[src/rtl/mulw_pkg.sv]
package mulw_pkg;

   // Tile implementation choices
   localparam int unsigned TILE_PRODUCT = 0;
   localparam int unsigned TILE_ROWS    = 1;

   // Adders that fit in one stage without exceeding one tile delay
   function automatic int unsigned mulw_group(input int unsigned tile_ns,
                                              input int unsigned add_ns,
                                              input int unsigned n);
      int unsigned g;
      if (add_ns == 0) begin
         g = n;
      end else begin
         g = tile_ns / add_ns;
      end
      if (g < 1) g = 1;
      if (g > n) g = n;
      return g;
   endfunction

   function automatic int unsigned mulw_add_stages(input int unsigned n,
                                                   input int unsigned g);
      return (n + g - 1) / g;
   endfunction

   // Edges from sampling to visible result, sampling edge included
   function automatic int unsigned mulw_latency(input int unsigned tile_ns,
                                                input int unsigned add_ns,
                                                input int unsigned n);
      return 1 + mulw_add_stages(n, mulw_group(tile_ns, add_ns, n));
   endfunction

endpackage

[src/rtl/mulw_tile.sv]
module mulw_tile #(
   parameter int unsigned W     = 4,
   parameter int unsigned STYLE = 0,
   localparam int unsigned PW   = 2 * W
) (
   input  logic [W-1:0]  a,
   input  logic [W-1:0]  b,
   output logic [PW-1:0] p
);
   if (W < 1) begin : g_bad_w
      $error("mulw_tile: W must be at least 1");
   end
   if (STYLE > 1) begin : g_bad_style
      $error("mulw_tile: STYLE must be 0 or 1");
   end

   if (STYLE == 0) begin : g_product
      assign p = PW'(a) * PW'(b);
   end else begin : g_rows
      logic [PW-1:0] rows [W];
      for (genvar r = 0; r < W; r++) begin : g_row
         assign rows[r] = PW'(a & {W{b[r]}}) << r;
      end
      always_comb begin
         p = '0;
         for (int r = 0; r < W; r++) begin
            p = p + rows[r];
         end
      end
   end
endmodule

[src/rtl/mulw_add.sv]
module mulw_add #(
   parameter int unsigned W = 4
) (
   input  logic [W-1:0] a,
   input  logic [W-1:0] b,
   input  logic         cin,
   output logic [W-1:0] sum,
   output logic         cout
);
   if (W < 1) begin : g_bad_w
      $error("mulw_add: W must be at least 1");
   end

   logic [W:0] full;
   assign full = {1'b0, a} + {1'b0, b} + {{W{1'b0}}, cin};
   assign sum  = full[W-1:0];
   assign cout = full[W];
endmodule

[src/rtl/mulw_add_stage.sv]
module mulw_add_stage #(
   parameter int unsigned W     = 4,
   parameter int unsigned N     = 3,
   parameter int unsigned FIRST = 0,
   parameter int unsigned COUNT = 1,
   localparam int unsigned OW   = N * W,
   localparam int unsigned PW   = (N + 1) * W,
   localparam int unsigned GW   = COUNT * W
) (
   input  logic          clk,
   input  logic          rst,
   input  logic          in_valid,
   input  logic [OW-1:0] in_a,
   input  logic [OW-1:0] in_b,
   input  logic          in_carry,
   input  logic [PW-1:0] in_res,
   output logic          out_valid,
   output logic [OW-1:0] out_a,
   output logic [OW-1:0] out_b,
   output logic          out_carry,
   output logic [PW-1:0] out_res
);
   if (COUNT < 1) begin : g_bad_count
      $error("mulw_add_stage: COUNT must be at least 1");
   end
   if (FIRST + COUNT > N) begin : g_bad_span
      $error("mulw_add_stage: adder span runs past the chain");
   end

   logic [COUNT:0]  chain;
   logic [GW-1:0]   sums;
   logic [OW-1:0]   keep_mask;
   logic [OW-1:0]   a_nxt;
   logic [OW-1:0]   b_nxt;
   logic [PW-1:0]   res_nxt;

   assign chain[0] = in_carry;

   for (genvar j = 0; j < COUNT; j++) begin : g_adder
      mulw_add #(.W(W)) u_add (
         .a   (in_a[(FIRST + j) * W +: W]),
         .b   (in_b[(FIRST + j) * W +: W]),
         .cin (chain[j]),
         .sum (sums[j * W +: W]),
         .cout(chain[j + 1])
      );
   end

   // Consumed operand nibbles are cleared; finished sum nibbles merge
   // into result positions that are still zero.
   assign keep_mask = ~(OW'({GW{1'b1}}) << (FIRST * W));

   always_comb begin
      a_nxt   = in_a & keep_mask;
      b_nxt   = in_b & keep_mask;
      res_nxt = in_res | (PW'(sums) << ((FIRST + 1) * W));
   end

   always_ff @(posedge clk) begin
      if (rst) begin
         out_valid <= 1'b0;
         out_a     <= '0;
         out_b     <= '0;
         out_carry <= 1'b0;
         out_res   <= '0;
      end else begin
         out_valid <= in_valid;
         if (in_valid) begin
            out_a     <= a_nxt;
            out_b     <= b_nxt;
            out_carry <= chain[COUNT];
            out_res   <= res_nxt;
         end
      end
   end
endmodule

[src/rtl/mulw_pipe12x4.sv]
module mulw_pipe12x4
   import mulw_pkg::*;
#(
   parameter int unsigned SLICE_W        = 4,
   parameter int unsigned NUM_SLICES     = 3,
   parameter int unsigned TILE_DELAY_NS  = 6,
   parameter int unsigned ADDER_DELAY_NS = 3,
   parameter int unsigned TILE_STYLE     = TILE_PRODUCT,
   localparam int unsigned MCAND_W = SLICE_W * NUM_SLICES,
   localparam int unsigned PROD_W  = MCAND_W + SLICE_W
) (
   input  logic               clk,
   input  logic               rst,
   input  logic               in_valid,
   input  logic [MCAND_W-1:0] mcand,
   input  logic [SLICE_W-1:0] mplier,
   output logic               out_valid,
   output logic [PROD_W-1:0]  product
);
   localparam int unsigned GROUP   = mulw_group(TILE_DELAY_NS, ADDER_DELAY_NS, NUM_SLICES);
   localparam int unsigned STAGES  = mulw_add_stages(NUM_SLICES, GROUP);
   localparam int unsigned OPND_W  = NUM_SLICES * SLICE_W;
   localparam int unsigned PP_W    = 2 * SLICE_W;
   localparam int unsigned RESID_W = 2 * OPND_W + 1;

   if (SLICE_W < 2) begin : g_bad_slice
      $error("mulw_pipe12x4: SLICE_W must be at least 2");
   end
   if (NUM_SLICES < 1) begin : g_bad_slices
      $error("mulw_pipe12x4: NUM_SLICES must be at least 1");
   end
   if (TILE_DELAY_NS == 0 || ADDER_DELAY_NS == 0) begin : g_bad_delay
      $error("mulw_pipe12x4: delays must be nonzero");
   end
   if (TILE_STYLE > TILE_ROWS) begin : g_bad_style
      $error("mulw_pipe12x4: unknown TILE_STYLE");
   end

   // ---------------- tile rank ----------------
   logic [PP_W-1:0]   pp [NUM_SLICES];
   logic [OPND_W-1:0] t_a;
   logic [OPND_W-1:0] t_b;
   logic [PROD_W-1:0] t_res;

   for (genvar i = 0; i < NUM_SLICES; i++) begin : g_tile
      mulw_tile #(.W(SLICE_W), .STYLE(TILE_STYLE)) u_tile (
         .a(mcand[i * SLICE_W +: SLICE_W]),
         .b(mplier),
         .p(pp[i])
      );
      assign t_a[i * SLICE_W +: SLICE_W] = pp[i][PP_W-1:SLICE_W];
      if (i + 1 < NUM_SLICES) begin : g_next_lo
         assign t_b[i * SLICE_W +: SLICE_W] = pp[i + 1][SLICE_W-1:0];
      end else begin : g_top_lo
         assign t_b[i * SLICE_W +: SLICE_W] = '0;
      end
   end

   assign t_res = PROD_W'(pp[0][SLICE_W-1:0]);

   // ---------------- stage boundaries ----------------
   logic              bnd_valid [STAGES + 1];
   logic [OPND_W-1:0] bnd_a     [STAGES + 1];
   logic [OPND_W-1:0] bnd_b     [STAGES + 1];
   logic              bnd_carry [STAGES + 1];
   logic [PROD_W-1:0] bnd_res   [STAGES + 1];

   always_ff @(posedge clk) begin
      if (rst) begin
         bnd_valid[0] <= 1'b0;
         bnd_a[0]     <= '0;
         bnd_b[0]     <= '0;
         bnd_res[0]   <= '0;
      end else begin
         bnd_valid[0] <= in_valid;
         if (in_valid) begin
            bnd_a[0]   <= t_a;
            bnd_b[0]   <= t_b;
            bnd_res[0] <= t_res;
         end
      end
   end

   assign bnd_carry[0] = 1'b0;

   for (genvar s = 0; s < STAGES; s++) begin : g_stage
      localparam int unsigned FIRST = s * GROUP;
      localparam int unsigned COUNT = (NUM_SLICES - FIRST < GROUP) ?
                                      (NUM_SLICES - FIRST) : GROUP;
      mulw_add_stage #(
         .W    (SLICE_W),
         .N    (NUM_SLICES),
         .FIRST(FIRST),
         .COUNT(COUNT)
      ) u_stage (
         .clk      (clk),
         .rst      (rst),
         .in_valid (bnd_valid[s]),
         .in_a     (bnd_a[s]),
         .in_b     (bnd_b[s]),
         .in_carry (bnd_carry[s]),
         .in_res   (bnd_res[s]),
         .out_valid(bnd_valid[s + 1]),
         .out_a    (bnd_a[s + 1]),
         .out_b    (bnd_b[s + 1]),
         .out_carry(bnd_carry[s + 1]),
         .out_res  (bnd_res[s + 1])
      );
   end

   // Leftovers at the chain end: all zero once every adder has run
   logic [RESID_W-1:0] chain_residue;
   assign chain_residue = {bnd_a[STAGES], bnd_b[STAGES], bnd_carry[STAGES]};

   assign out_valid = bnd_valid[STAGES];
   assign product   = bnd_res[STAGES];
endmodule

[config.mk]
export PLATFORM = sky130hd
export DESIGN_NAME = mulw_pipe12x4
export DESIGN_NICKNAME = d
export VERILOG_FILES = /design/src/rtl/mulw_pkg.sv /design/src/rtl/mulw_tile.sv /design/src/rtl/mulw_add.sv /design/src/rtl/mulw_add_stage.sv /design/src/rtl/mulw_pipe12x4.sv
export SDC_FILE = /design/constraint.sdc
export NUM_CORES = 1
export LEC_CHECK = 0
export BUFFER_PORTS_ARGS = -buffer_cell sky130_fd_sc_hd__buf_2
export CORE_AREA = 2 2 96 98
export CTS_CLUSTER_DIAMETER = 50
export DETAILED_ROUTE_END_ITERATION = 8
export DIE_AREA = 0 0 98 100
export PLACE_DENSITY_LB_ADDON = 0.3
export SYNTH_ARGS = -nofsm -noshare
export SYNTH_HDL_FRONTEND = slang
export SYNTH_HIERARCHICAL = 1
export SYNTH_SLANG_ARGS = --single-unit
[constraint.sdc]
create_clock -name clk -period 3.75 [get_ports clk]
set_input_delay 0.5625 -clock clk [delete_from_list [all_inputs] [get_ports clk]]
set_output_delay 0.5625 -clock clk [all_outputs]
set_load 0.05 [all_outputs]
==> results of run 1 <==
-- registers in the layout (all words and copies together) (netlist names) --
name and cells:
bnd_b 8, bnd_a 12, g_stage.u_stage/out_b 4, g_stage.u_stage/out_a 4, bnd_res 4, bnd_valid 1
g_stage.u_stage/out_res 32, g_stage.u_stage/out_carry 1, g_stage.u_stage/out_valid 2
-- report_power, final --
part / switching (W) / leakage [nW] / internal (W)
clock network: 0.000255 / 0.0935 / 0.000321
logic: 0.000220 / 1.61 / 0.000177
registers: 0.0000310 / 0.556 / 0.000767
total: 0.000506 / 2.26 / 0.00127
-- metrics by stage --
| step | hold slack, ns | utilization (%) | std cells |
|---|---|---|---|
| floorplan | 0.460 | - | 448 |
| global placement | 0.466 | 50.5 | 576 |
| detailed placement | 0.476 | 50.5 | 576 |
| CTS | 0.491 | 52.6 | 591 |
| global route | 0.503 | 52.6 | 591 |
| finish | 0.486 | 52.6 | 591 |
-- how the worst max path moves through the flow --
stage / slack [ns] / to
2_1_floorplan: 0.77 / bnd_a[27]
5_1_grt: 0.58 / bnd_a[31]
6_report: 0.74 / bnd_a[31]
4_1_cts: 0.74 / bnd_a[31]
3_5_place_dp: 0.37 / bnd_a[31]
3_3_place_gp: 0.48 / bnd_a[31]
-- final cells by class --
type	instances	area, um^2	area share (%)
Sequential cell	68	1360	29.1
Clock buffer	13	149	3.19
Tap cell	111	139	2.97
Inverter	22	82.6	1.77
Clock inverter	2	35.0	0.750
Multi-Input combinational cell	338	2720	58.1
Timing Repair Buffer	37	190	4.07
-- worst register-to-register path, stage by stage (launching register included) --
cell	delay (ns)
dfxtp_1	0.33
fa_1	0.45
inv_1	0.08
fa_1	0.21
nor2b_1	0.05
o21ai_0	0.14
nand2b_1	0.09
fa_1	0.38
inv_1	0.08
fa_1	0.41
inv_1	0.07
nor2_1	0.04
a211oi_1	0.20
-- routing by layer --
layer / wire length, um / vias to the layer above
met4: 187 / 0
li1: - / 1523
met5: 0 / -
met1: 3830 / 1308
met2: 3070 / 44
met3: 214 / 11
==> results.tsv, run 1 <==
metric	value	unit
clock_path_buffers	2	
cp_cell_sequence	buf_2, nand2_1, fa_1, inv_1, fa_1, ha_1, a211oi_1, nor2_1, a211o_1, mux2i_1, nor2_1	
rsz0062_at_grt	false	
top_usage_layer	met2	
worstHoldPathType	reg2reg	
fin_worst_skew	0.00728	ns
leakage	2.26	nW
hold_start	g_stage[1].u_stage/out_res[10]	
worstSetupStartpointType	input port	
cts_sinks	68	
routabilityCongestion	0.742	
slew_headroom	36.7	%
cellPowerDensity	379	mW/mm^2
cts.clk_slew.worst_paths	0.07	ns
met1_usage	21.8	%
route.final.wire_length	7300	um
io_buffers	35	
cts-root-buf	clkbuf_8	
fill_cells	830	
syn_area_per_cell	9.93	um^2
preCtsSetupSlack	0.372	ns
numCtsBuffers	9	
fin_ws	0.742	ns
ir_drop	0.170	mV
num_io_pins	36	
die_h	100	um
post_cts_resized	0	
path_class	in2reg	
wire_per_inst	12.4	um
cp-startpoint	mplier[3]	
areaGrowthSynthToFinish	8.86	%
start_util	48.3	%
dpl_cell_area	0.00449	mm^2
die_x	98	um
first_global_vias	2793	
cp_top_family	adder cells	
yosysWarnings	6	
min_path_cells	2	
r2r_cells	12	
power	0.00177	W
hold-path-endpoint	g_stage[1].u_stage/out_res[10]	
finalHoldViolations	0	
clock_latency	0.34	ns
cp.arrival	3.24	ns
r2r-end	g_stage[0].u_stage/out_res[9]	
worstMarginPinSlew	0.948	ns
layout_commonest_cell	nor2_1	
viasPerCell	4.88	
max_freq	332	MHz
slew_violations	0	
use_met2	24.6	%
min_period	3.01	ns
route.vias.total	2886	
cts_tree	yes	
cts_setup_buffers	0	
antenna_found_initial	0	
overflow	0	
r2r_start	bnd_a[24]	
final_nets	558	
cp_slowest_stage_delay	0.55	ns
dieArea	0.00980	mm^2
crit_buf_inv	2	
postRouteAntennaNets	0	
dp_hpwl	5520	um
outcome	complete, no violations	
period_share	80.2	%
grt_use_met3	2.72	%
fin_tns_setup	0	ns
rrSetupSlack	1.12	ns
row_count	35	
netlist_instances	432	
antenna_cells	0	
setup-violations-final	0	
htree_levels	3	
drive_above_1_share	13.5	%
path_max_fanout	12	
cp-end-kind	flop	
required	3.98	ns
cts_hold_buffers	0	
drtIter0Drc	74	
grtUsageTotal	16.0	%
firstDrtPassIters	4	
drc_errors	0	
synth_area	0.00429	mm^2
grt_max_degree	50	
drv_cap	0	
final_cell_mix	75 x nor2_1, 68 x dfxtp_1, 53 x mux2i_1, 45 x ha_1, 39 x and2_1	
grt_pass1_wl	12800	um
final_area	0.00467	mm^2
core	0.00889	mm^2
cp.depth	11	
cp_slowest_cell	fa_1	
No activity file was read; power rests on OpenSTA's default activity.
==> run 2, diff against run 1 <==
--- a/config.mk
+++ b/config.mk
@@ -6,10 +6,10 @@
 export NUM_CORES = 1
 export LEC_CHECK = 0
 export BUFFER_PORTS_ARGS = -buffer_cell sky130_fd_sc_hd__buf_2
-export CORE_AREA = 2 2 96 98
+export CORE_AREA = 2 2 99 101
 export CTS_CLUSTER_DIAMETER = 50
 export DETAILED_ROUTE_END_ITERATION = 8
-export DIE_AREA = 0 0 98 100
+export DIE_AREA = 0 0 101 103
 export PLACE_DENSITY_LB_ADDON = 0.3
 export SYNTH_ARGS = -nofsm -noshare
 export SYNTH_HDL_FRONTEND = slang
==> constraint.sdc (replaced) <==
create_clock -name clk -period 2.5 [get_ports clk]
set_input_delay 0.375 -clock clk [delete_from_list [all_inputs] [get_ports clk]]
set_output_delay 0.375 -clock clk [all_outputs]
set_load 0.05 [all_outputs]
==> results.tsv, run 2 (synthesized netlist as in run 1, its figures left out) <==
metric	value	unit
outcome	complete, but fails checks	
violations	negative setup slack	
dieArea	0.0104	mm^2
cts_sinks	68	
worstHoldPathType	reg2reg	
die_x	101	um
layout_commonest_cell	nor2_1	
num_io_pins	36	
required	2.70	ns
antenna_cells	0	
first_global_vias	2998	
clock_latency	0.34	ns
drive_above_1_share	28.4	%
fin_ws	-0.0893	ns
slew_headroom	40.0	%
worstSetupStartpointType	input port	
antenna_found_initial	0	
final_cell_mix	75 x nor2_1, 67 x dfxtp_1, 53 x mux2i_1, 42 x buf_4, 39 x and2_1	
rsz0062_at_grt	true	
final_area	0.00533	mm^2
cts-root-buf	clkbuf_8	
grt_use_met3	2.44	%
drv_cap	0	
cellPowerDensity	550	mW/mm^2
met1_usage	22.1	%
fin_tns_setup	-0.152	ns
drc_errors	0	
cp.arrival	2.79	ns
slew_violations	0	
fin_worst_skew	0.00297	ns
r2r_cells	12	
worstMarginPinSlew	0.899	ns
leakage	2.52	nW
areaGrowthSynthToFinish	24.1	%
route.vias.total	3079	
setup-violations-final	3	
reg_top3	g_stage.u_stage/out_res: 32 flops, bnd_a: 12 flops, bnd_b: 8 flops	
top_register	g_stage.u_stage/out_res	
cts.clk_slew.worst_paths	0.06	ns
top_usage_layer	met2	
grtUsageTotal	16.0	%
preCtsSetupSlack	-0.529	ns
fin_util	56.3	%
die_h	103	um
holdWs	0.487	ns
route.final.wire_length	8050	um
cp-end-kind	flop	
multi_input_area	0.00294	mm^2
fill_cells	852	
cts_tree	yes	
largest_register_ffs	32	
start_util	45.4	%
viasPerCell	4.82	
io_buffers	35	
overflow	0	
grt_pass1_wl	13400	um
numCtsBuffers	9	
grt_max_degree	69	
ir_drop	0.331	mV
row_count	36	
clock_path_buffers	2	
finalHoldViolations	0	
postRouteAntennaNets	0	
wire_per_inst	12.6	um
path_class	in2reg	
final_nets	603	
routabilityCongestion	0.776	
regArea	0.00136	mm^2
drtIter0Drc	86	
min_path_cells	2	
dpl_cell_area	0.00486	mm^2
use_met2	25.4	%
core	0.00946	mm^2
max_freq	386	MHz
min_period	2.59	ns
path_max_fanout	6	
dp_hpwl	5850	um
period_share	104	%
htree_levels	3	
firstDrtPassIters	4	
[run 2: cell types whose count changed in the layout (fill, tap and decap cells not counted), sizes merged]
cell | before | now
clkbuf | 13 | 14
clkinv | 1 | 0
buf | 37 | 82
[run 2: cell type report]
| cell class | count | area share [%] |
|---|---|---|
| clock buffers | 14 | 3.24 |
| clock inverters | 1 | 0.564 |
| inverters | 22 | 1.55 |
| multi-input cells | 338 | 55.1 |
| flip-flops and latches | 68 | 25.6 |
| well taps | 114 | 2.68 |
| repair buffers | 82 | 11.3 |
[run 2: path summary, 6_finish.rpt]
kind	from	end	slack, ns
min reg2reg	g_stage[1].u_stage/out_res[4]	g_stage[1].u_stage/out_res[4]	0.49
max	mplier[3]	bnd_a[27]	-0.09
min	g_stage[1].u_stage/out_res[4]	g_stage[1].u_stage/out_res[4]	0.49
max reg2reg	bnd_a[24]	g_stage[0].u_stage/out_res[9]	0.05
[run 2: routing by layer]
metal	routed length, um	up-vias
li1	-	1608
met1	4050	1413
met2	3630	47
met3	214	11
met4	152	0
met5	0	-
[run 2: through the flow]
| step | power [W] | cells |
|---|---|---|
| after floorplan | 0.00170 | 448 |
| after global placement | 0.00189 | 621 |
| after detailed placement | 0.00191 | 621 |
| after CTS | 0.00287 | 638 |
| after global routing | 0.00309 | 639 |
| final | 0.00293 | 639 |
[run 2: power by group]
part           switching [W]  total [W]  leakage, nW  internal, W
clock               0.000373   0.000911        0.103     0.000538
sequential         0.0000491    0.00120        0.556      0.00115
combinational       0.000400   0.000815         1.86     0.000415
total               0.000823    0.00293         2.52      0.00210
[run 2: timing repair]
item	in CTS	in global routing
hold buffers	0	0
setup endpoints to repair	11	12
gates resized for setup	31	23
buffers inserted	2	1
pin swaps	10	14
[run 2: worst max-delay path, cell delays in order]
cell and delay [ns]:
buf_12 0.09, nand2_4 0.05, fa_1 0.54, inv_2 0.04, fa_2 0.56, ha_4 0.23, a211oi_4 0.32, nor3_2 0.05
or3b_1 0.34, mux2i_1 0.13, nor2_1 0.05
